### src/rtl/save_area_walker.sv
module save_area_walker #(
  parameter int AW       = 32,
  parameter int PW       = 24,
  parameter int OW       = 8,
  parameter int TYW      = 3,
  parameter int XW       = 16,
  parameter int FW       = 4,
  parameter int GW       = 12,
  parameter int MAXP     = 8,
  parameter int REG_TYPE = 1,
  localparam int LPW     = AW - 12,
  localparam int CW      = $clog2(MAXP + 1)
) (
  input  logic              clk,
  input  logic              rst_n,
  input  logic              start,
  input  logic [AW-1:0]     base_addr,
  input  logic [XW-1:0]     xsave_bytes,
  input  logic [FW-1:0]     frame_pages,
  input  logic [GW-1:0]     gpr_bytes,
  input  logic [OW-1:0]     owner_id,
  output logic              lk_req,
  output logic [AW-1:0]     lk_addr,
  input  logic              lk_rsp,
  input  logic              lk_miss,
  input  logic              lk_valid,
  input  logic              lk_blocked,
  input  logic              lk_pending,
  input  logic              lk_modified,
  input  logic [LPW-1:0]    lk_lin_page,
  input  logic [TYW-1:0]    lk_type,
  input  logic [OW-1:0]     lk_owner,
  input  logic              lk_rd,
  input  logic              lk_wr,
  input  logic [PW-1:0]     lk_ppn,
  output logic              busy,
  output logic              done,
  output logic              fault,
  output logic [AW-1:0]     fault_addr,
  output logic [MAXP*PW-1:0] ppn_list,
  output logic [CW-1:0]     ppn_count
);
  localparam int NW = XW - 11;
  localparam int IW = $clog2(MAXP);

  logic            walking, on_gpr, done_q, fault_q;
  logic [LPW-1:0]  cur_page;
  logic [NW-1:0]   left;
  logic [AW-1:0]   gpr_addr_q, faddr_q;
  logic [OW-1:0]   own_q;
  logic [CW-1:0]   cnt_q;
  logic [PW-1:0]   list_q [MAXP];

  logic [NW-1:0] nfr;
  logic          fits;
  logic [AW-1:0] base_al, gpr_calc, chk_addr;
  logic          page_ok;

  assign nfr      = NW'(xsave_bytes[XW-1:12]) + NW'(1);
  assign fits     = (32'(nfr) + 32'd1) <= 32'(MAXP);
  assign base_al  = {base_addr[AW-1:12], 12'h000};
  assign gpr_calc = base_al + (AW'(frame_pages) << 12) - AW'(gpr_bytes);
  assign chk_addr = on_gpr ? gpr_addr_q : {cur_page, 12'h000};

  assign page_ok = !lk_miss && lk_valid && !lk_blocked && !lk_pending && !lk_modified
                && (lk_lin_page == chk_addr[AW-1:12])
                && (lk_type == TYW'(REG_TYPE))
                && (lk_owner == own_q)
                && lk_rd && lk_wr;

  assign lk_req     = walking;
  assign lk_addr    = {chk_addr[AW-1:12], 12'h000};
  assign busy       = walking;
  assign done       = done_q;
  assign fault      = fault_q;
  assign fault_addr = faddr_q;
  assign ppn_count  = cnt_q;

  for (genvar g = 0; g < MAXP; g++) begin : g_list
    assign ppn_list[g*PW +: PW] = list_q[g];
  end

  always_ff @(posedge clk) begin
    if (!rst_n) begin
      walking    <= 1'b0;
      on_gpr     <= 1'b0;
      done_q     <= 1'b0;
      fault_q    <= 1'b0;
      cur_page   <= '0;
      left       <= '0;
      gpr_addr_q <= '0;
      faddr_q    <= '0;
      own_q      <= '0;
      cnt_q      <= '0;
      for (int i = 0; i < MAXP; i++) list_q[i] <= '0;
    end else if (!walking) begin
      if (start) begin
        done_q     <= 1'b0;
        fault_q    <= 1'b0;
        cnt_q      <= '0;
        for (int i = 0; i < MAXP; i++) list_q[i] <= '0;
        own_q      <= owner_id;
        gpr_addr_q <= gpr_calc;
        cur_page   <= base_addr[AW-1:12];
        left       <= nfr;
        on_gpr     <= 1'b0;
        if (fits) begin
          walking <= 1'b1;
        end else begin
          fault_q <= 1'b1;
          faddr_q <= base_al;
        end
      end
    end else if (lk_rsp) begin
      if (!page_ok) begin
        fault_q <= 1'b1;
        faddr_q <= chk_addr;
        walking <= 1'b0;
      end else begin
        list_q[cnt_q[IW-1:0]] <= lk_ppn;
        cnt_q <= cnt_q + CW'(1);
        if (on_gpr) begin
          walking <= 1'b0;
          done_q  <= 1'b1;
        end else if (left == NW'(1)) begin
          on_gpr <= 1'b1;
        end else begin
          left     <= left - NW'(1);
          cur_page <= cur_page + LPW'(1);
        end
      end
    end
  end
endmodule

### config.mk
export PLATFORM = sky130hd
export DESIGN_NAME = save_area_walker
export DESIGN_NICKNAME = d
export VERILOG_FILES = /design/src/rtl/save_area_walker.sv
export SDC_FILE = /design/constraint.sdc
export NUM_CORES = 1
export LEC_CHECK = 0
export BUFFER_PORTS_ARGS = -buffer_cell sky130_fd_sc_hd__clkbuf_2
export CORE_ASPECT_RATIO = 1.5
export CORE_MARGIN = 5
export CORE_UTILIZATION = 45
export DETAILED_ROUTE_END_ITERATION = 10
export PLACE_DENSITY = 0.71
export RECOVER_POWER = 50
export SYNTH_ARGS = -nofsm -noshare
export SYNTH_HDL_FRONTEND = slang
export SYNTH_SLANG_ARGS = --single-unit
### constraint.sdc
create_clock -name clk -period 10.7 [get_ports clk]
set_input_delay 1.07 -clock clk [delete_from_list [all_inputs] [get_ports clk]]
set_output_delay 1.07 -clock clk [all_outputs]
set_load 0.01 [all_outputs]
[Yosys cells after proc, flatten, opt, wreduce, memory -nomap -nowiden]
Memory sizes are Yosys's and may differ from the RTL's.
Cells that the tools add are included.
Word-level totals
  output and inout bits: 264
  register bits after elaboration: 105
  input port bits: 138
  word-level logic and storage cells: 124
  memory bits (writable): 192
  memories: 1
Memory list
  list_q: depth 8, bits a word 24, rd ports 8, clocked after Yosys merged registers in 0, write ports 8, RTL line 52  | logic [PW-1:0] list_q [MAXP];
Operators by class
  reductions and logical operators: 21
  equality and inequality tests: 11
  $lt $le $gt $ge: 1
  bitwise operators: 9
  add/sub/neg operators: 7
  mux-type cells: 64
Operators with widths (number)
  24-bit 2-to-1 mux: 9
  32-bit 2-to-1 mux: 6
  20-bit 2-to-1 mux: 6
  32-bit by 16-bit adder with 32-bit output: 1
  1-bit 2-to-1 mux: 32
  32-bit by 12-bit subtractor with 32-bit output: 1
  5-bit 2-to-1 mux: 6
  24-bit OR reduction: 1
  20-bit by 1-bit adder with 20-bit output (second input constant): 1
  20-bit equality test: 1
  4-bit 2-to-1 mux: 4
  2-bit inequality test (second input constant): 5
  1-bit logical AND: 9
  8-bit equality test: 1
  1-bit OR: 8
  4-bit AND reduction: 2
  5-bit by 1-bit adder with 6-bit output (second input constant): 1
  6-bit by 4-bit <= comparator with 1-bit output (second input constant): 1
  3-bit AND reduction: 2
  4-bit by 1-bit adder with 5-bit output (second input constant): 1
  5-bit by 1-bit equality test with 1-bit output (second input constant): 1
  5-bit AND reduction: 1
  5-bit by 1-bit subtractor with 5-bit output (second input constant): 1
  4-bit by 1-bit adder with 4-bit output (second input constant): 1
  other kinds (7): 11

[Depth between registers and ports, before layout]
Gate-level depths: netlist (run 1).
  depth after elaboration: 17
  gate-level depth with buffers: 12
  mapped depth without buffers: 12

[Worst setup path after synthesis (run 1)]
Ideal clock, no wire load.
  path kind: input port to flip-flop
  from: input lk_type[1]
  to: memory list_q[6][0], enable pin
  library setup time: 0.438 ns
  buffers on the path: 0
  arrival: 3.929 ns
  required time: 10.262 ns
  stages: 7
  setup slack: 6.333 ns
  cells stage by stage: nor4bb_1 nand4_1 nor4_1 nand2_1 nor3_2 nand3b_1 o21ai_0
RTL lines
  from (decl): RTL line 31  | input logic [TYW-1:0] lk_type,
  to (decl): RTL line 52

[Final worst setup path (run 1)]
  from: register walking, in the netlist busy
  to: register faddr_q[27], in the netlist fault_addr[27]
Between the ends
  cells in the longest elaborated chain, start to end: 2
  elaborated cells on any way between the ends: 6
  classes of those cells: eq/ne: 3; mux: 1; reduce/logical: 2
RTL lines
  from (decl): RTL line 46  | logic walking, on_gpr, done_q, fault_q;
  from (signal assigned): RTL line 85  | walking <= 1'b0;
  from (signal assigned): RTL line 108  | walking <= 1'b1;
  from (signal assigned): RTL line 118  | walking <= 1'b0;
  2-bit inequality test (no line) or 2-bit nonzero test (tied branches)
  4-bit AND reduction (no line)
  to (signal assigned): RTL line 111  | faddr_q <= base_al;
  to (signal assigned): RTL line 117  | faddr_q <= chk_addr;
  to (decl): RTL line 49  | logic [AW-1:0] gpr_addr_q, faddr_q;
Several ways; a longest one is shown, not always the timed one.
A chain may end at the register's enable or synchronous reset.

==> results of run 1 <==
## power by group
part / internal (mW) / switching, mW / total (mW)
logic: 0.134 / 0.252 / 0.386
clock network: 0.577 / 0.421 / 0.998
registers: 1.29 / 0.0375 / 1.33
total: 2.00 / 0.711 / 2.71
## final cells by class
type,count,area (sq um)
clock buffers,38,770.7
clock inverters,13,146.4
fillers,2780,13760
inverters,63,236.5
multi-input cells,875,5419
flip-flops and latches,297,7868
well taps,400,500.5
repair buffers,385,1648
## kinds of logic (layout without fill, tap and decap cells)
| kind of cell | count (synthesis) | after routing | synth area share, % |
|---|---|---|---|
| muxes | 44 | 44 | 3.323 |
| AOI/OAI and AO/OA | 211 | 211 | 9.130 |
| and+or+nand+nor | 524 | 524 | 20.28 |
| DFF | 297 | 297 | 56.79 |
| buffers and inverters | 138 | 499 | 4.299 |
| xor gates and xnor gates | 53 | 53 | 3.350 |
| other | 1 | 12 | 0.02707 |
| adders and majority gates | 31 | 31 | 2.800 |
## stage by stage
step / setup WS (ns) / area (sq um) / std cells / power (mW) / hold slack [ns]
floorplan: 6.333 / 13900 / 1310 / 1.586 / 0.4248
global placement: 5.736 / 16040 / 2020 / 1.748 / 0.4382
detailed placement: 5.660 / 16040 / 2020 / 1.756 / 0.4428
CTS: 5.724 / 16960 / 2071 / 2.753 / 0.4521
global route: 3.167 / 16590 / 2071 / 2.822 / 0.4709
finish: 3.786 / 16590 / 2071 / 2.714 / 0.4502
## synth_stat cells (3+ instances only)
cell	number
a31oi_1	9
nand3_1	40
nand2b_1	11
edfxtp_1	192
nor2b_1	4
a21oi_1	96
ha_1	31
a21o_1	10
a41oi_1	4
nand4_1	8
nor4_1	11
a211oi_1	3
or2_2	6
o21ai_0	45
nand3b_1	3
o21bai_1	3
nor4b_1	5
buf_4	13
o221a_2	4
buf_6	3
and2_1	194
a32oi_1	4
a31o_2	4
inv_1	62
xor2_1	11
clkbuf_1	48
o211ai_1	7
buf_2	5
nor3_1	11
o22ai_1	5
and3_1	10
nor3_2	3
nor2_1	78
and4_1	3
nor4_2	3
mux2i_1	41
buf_1	6
dfxtp_1	105
nand2_1	118
xnor2_1	42
a32o_1	3
or3_1	6
## layer usage
layer | track usage, % | wire (microns) | up-vias
met4 | 6.471 | 1054 | 0
met5 | 0 | 0 | -
li1 | - | - | 5221
met3 | 3.958 | 3298 | 63
met2 | 42.74 | 21680 | 457
met1 | 25.91 | 14960 | 5173
## state kept, by name, indices dropped and copies added, names as in the netlist
name and cells:
busy 1, cur_page 20, done 1, fault 1, fault_addr 32, gpr_addr_q 32, left 5, list_q 192
on_gpr 1, own_q 8, ppn_count 4
## final timing paths
kind / startpoint / endpoint / slack, ns / cells past startpoint
hold / removal: gpr_addr_q[5] / gpr_addr_q[5] / 0.45 / 2
setup / recovery: busy / fault_addr[27] / 3.79 / 8
hold reg to reg: gpr_addr_q[5] / gpr_addr_q[5] / 0.45 / 2
setup reg to reg: busy / fault_addr[27] / 3.79 / 8
## critical path: stages (launching register included)
cell      delay, ns
dfxtp_1        0.33
clkbuf_1       2.39
inv_1          1.38
nand2_1        0.24
clkbuf_1       1.62
o22ai_4        0.06
buf_4          0.40
mux2i_1        0.23
nor2_1         0.06
==> results.yml, run 1 <==
run_status:
  outcome: "finished, violations left"
  violations: "max-capacitance violations, max-slew violations"
logic_synthesis:
  synth-seq-cells: 297
  async_flop_share_pct: 0
  synthCells: 1299
  synth.avg_cell_area_sq_um: 10.67
  syn_area_sq_um: 13850
  ys_seq_area_share_pct: 56.79
  synth_edf_count: 192
  synth_top_area_share_pct: 41.61
  synth.largest_area_cell: "edfxtp_1"
  synth_area_leaders: "edfxtp_1, dfxtp_1, and2_1"
  yosys.cell_types.count: 65
  ys.warnings.count: 0
  synth_ff_type: "edfxtp_1"
power_and_ir_drop:
  leakage_nw: 6.678
  vdd_drop_max_v: 0.0001089
  power_density_nw_per_um2: 163.6
sta:
  max_freq_ghz: 0.1446
  skew_ns: 0.01991
  drv_slew: 221
  worst_pin_slew_ns: 3.391
  setup_viol: 0
  min_period_ns: 6.914
  hold_violations: 0
  fin_setup_tns_ns: 0
  relSlewSlack_pct: -126.1
  fin_crit_sh_pct: 64.62
  rsz0062_at_grt: "false"
clock_network:
  cts_root_buf: "clkbuf_16"
  clk_latency_ns: 0.55
  cts_tree: "yes"
  htree_levels: 1
  cts_setup_buffers: 0
  cts_buffer_depth: 3
  path_clk_slew_ns: 0.07
  cts.repair.resized: 0
  hold_buffers: 0
  numCtsBuffers: 28
  cts_sinks: 297
final_layout:
  insertedDiodeCount: 0
  mostFrequentLayoutCells: "clkbuf_1, edfxtp_1, and2_1"
  synthToLayoutAreaGrowth_pct: 19.73
  nets: 1819
  final_common_cell: "clkbuf_1"
  layout-drive-gt1-share_pct: 11.73
  finish.utilization_pct: 54.65
drt:
  wire_per_inst_microns: 19.79
  firstDrtPassIters: 5
  vias: 10910
  ant_nets: 0
  drt_iter0_markers: 692
  via_per_inst: 5.270
  drc: 0
  wl_microns: 40990
floorplanning:
  rows: 78
  die_y_microns: 224.9
  core_area_sq_um: 30350
  die_w_microns: 153.3
  pin_count: 402
  start_util_pct: 45.65
  dieArea_sq_um: 34470
global_route:
  grt_pass1_wl_microns: 61150
  antenna_found_initial: 0
  grt_pass1_vias: 10620
  grt_overflow: 0
  track_usage_pct: 22.55
  grt_start_max_net_pins: 78
setup_path:
  start_kind: "flop"
  cp.arrival_ns: 7.32
  setup.worst_path.end_class: "flop"
  cp.required_ns: 11.11
  crit_type: "flop to flop"
  crit_fanout: 77
worst_hold_path:
  hp-class: "flop to flop"
place:
  portBuffers: 365
  gp_congestion: 0.8881
  dpl.hpwl_microns: 30080
run:
  maxCapViolCount: 5
No activity file was read; power rests on OpenSTA's default activity.
==> run 2, diff against run 1 <==
--- a/config.mk
+++ b/config.mk
@@ -10,7 +10,7 @@
 export CORE_MARGIN = 5
 export CORE_UTILIZATION = 45
 export DETAILED_ROUTE_END_ITERATION = 10
-export PLACE_DENSITY = 0.71
+export PLACE_DENSITY = 0.74
 export RECOVER_POWER = 50
 export SYNTH_ARGS = -nofsm -noshare
 export SYNTH_HDL_FRONTEND = slang
==> constraint.sdc (replaced) <==
create_clock -name clk -period 6.2 [get_ports clk]
set_input_delay 0.62 -clock clk [delete_from_list [all_inputs] [get_ports clk]]
set_output_delay 0.62 -clock clk [all_outputs]
set_load 0.01 [all_outputs]
==> run 2 against run 1 <==
Against the previous run: the run still ends with max-capacitance violations, max-slew violations left; sequential share of layout area shrank 0.086 points; register-to-register slack lost 2.4 ns; critical path depth grew 3; clock skew grew 0.0028 ns; total power grew 73%; largest power group unchanged.
==> results.yml, run 2 (synthesis gave the netlist of run 1 again) <==
global_route:
  grt_pass1_vias: 10930
  track_usage_pct: 22.90
  grt_pass1_wl_microns: 61960
  antenna_found_initial: 0
  grt_overflow: 0
  grt_start_max_net_pins: 78
sta:
  fin_setup_tns_ns: 0
  fin_crit_sh_pct: 77.20
  holdWs_ns: 0.2940
  setup_viol: 0
  rsz0062_at_grt: "false"
  relSlewSlack_pct: -41.72
  hold_violations: 0
  drv_slew: 42
  min_period_ns: 4.787
  max_freq_ghz: 0.2089
  worst_pin_slew_ns: 2.126
  skew_ns: 0.02267
final_layout:
  insertedDiodeCount: 0
  synthToLayoutAreaGrowth_pct: 19.95
  top_register: "list_q"
  design_area_sq_um: 16620
  layout-drive-gt1-share_pct: 12.43
  final_common_cell: "clkbuf_1"
  largest_reg_flops: 192
  fin_cells: 2074
  nets: 1822
  fillCellCount: 2736
  mostFrequentLayoutCells: "clkbuf_1, edfxtp_1, and2_1"
floorplanning:
  start_util_pct: 45.65
  pin_count: 402
  die_y_microns: 224.9
  dieArea_sq_um: 34470
  core_area_sq_um: 30350
  rows: 78
  die_w_microns: 153.3
clock_network:
  hold_buffers: 0
  numCtsBuffers: 28
  cts_setup_buffers: 0
  cts_root_buf: "clkbuf_16"
  cts_tree: "yes"
  cts_buffer_depth: 3
  cts_sinks: 297
  cts.repair.resized: 0
  path_clk_slew_ns: 0.07
  htree_levels: 1
  clk_latency_ns: 0.56
setup_path:
  startpoint: "on_gpr"
  crit_buf_inv: 4
  cp.required_ns: 6.40
  cp.arrival_ns: 4.99
  crit_type: "flop to flop"
  setup.worst_path.end_class: "flop"
  rr_worst_depth: 11
  cp_slowest_cell: "clkbuf_1"
  r2r-end: "list_q[5][6]"
  path_depth: 11
  cp_cell_sequence: "buf_4, mux2i_1, xnor2_1, nor4_1, nand2_1, nor3_1, clkbuf_1, and3_1, clkbuf_1, nand2b_1, buf_4"
  crit_fanout: 25
  r2r-start: "on_gpr"
  start_kind: "flop"
  cp_top_family: "buffers and inverters"
  slowest_delay_ns: 0.87
  crit_path_end: "list_q[5][6]"
  reg2reg_slack_ns: 1.41
drt:
  wire_per_inst_microns: 20.00
  ant_nets: 0
  firstDrtPassIters: 8
  drc: 0
  vias: 11080
  via_per_inst: 5.340
  wl_microns: 41480
  drt_iter0_markers: 671
power_and_ir_drop:
  power_density_nw_per_um2: 282.7
  vdd_drop_max_v: 0.0001841
  leakage_nw: 6.674
place:
  portBuffers: 365
  dpl_cell_area_sq_um: 16070
  placedCellCount: 2023
  gp_congestion: 0.9009
  dpl.hpwl_microns: 30200
run:
  maxCapViolCount: 1
worst_hold_path:
  hp-class: "input port to flop"
  hp-start: "owner_id[2]"
run_status:
  outcome: "finished, violations left"
  violations: "max-capacitance violations, max-slew violations"
-- run 2: cell count changes in the layout (fill, tap and decap cells not counted), sizes merged --
cell / delta
clkbuf: -9
clkinv: +6
buf: +3
inv: +3
bufinv: -1
clkinvlp: +1
-- run 2: cell type report --
type                            instances  area [sq um]  area share, %
Inverter                               63         236.5          1.423
Clock inverter                         22         196.4          1.182
Timing Repair Buffer                  388          1669          10.04
Tap cell                              400         500.5          3.012
Clock buffer                           29         725.7          4.367
Multi-Input combinational cell        875          5423          32.63
Sequential cell                       297          7868          47.34
-- run 2: layer usage --
layer | share of wire [%] | global-route usage (%)
met5 | 0 | 0
met4 | 3.1 | 8.456
met3 | 8.3 | 4.207
met2 | 52 | 42.90
met1 | 36 | 25.82
-- run 2: how the worst min path moves through the flow --
stage,slack (ns),depth (start not counted),endpoint
floorplan,0.42,2,gpr_addr_q[20]
global placement,0.44,2,gpr_addr_q[19]
detailed placement,0.45,2,gpr_addr_q[5]
CTS,0.26,3,own_q[2]
global route,0.27,3,own_q[2]
finish,0.29,3,own_q[2]
-- run 2: report_power, final --
group          internal, mW  switching, mW  total (mW)
logic                 0.226          0.439       0.665
registers              2.23         0.0651        2.29
clock network         0.949          0.790        1.74
total                  3.40           1.29        4.70
-- run 2: through the flow --
| stage | power, mW | setup WS [ns] | utilization (%) |
|---|---|---|---|
| after floorplan | 2.738 | 2.242 | - |
| after global placement | 3.016 | 1.992 | 52.94 |
| after detailed placement | 3.032 | 1.933 | 52.94 |
| after CTS | 4.768 | 1.957 | 55.97 |
| after global routing | 4.882 | 1.082 | 54.75 |
| final | 4.698 | 1.413 | 54.75 |
-- run 2: worst min-delay path, delay by kind of cell --
kind | cells | cell delay [ns]
AND/OR/NAND/NOR | 1 | 0.04
buffers and inverters | 1 | 0.08
AO/OA/AOI/OAI | 1 | 0.05
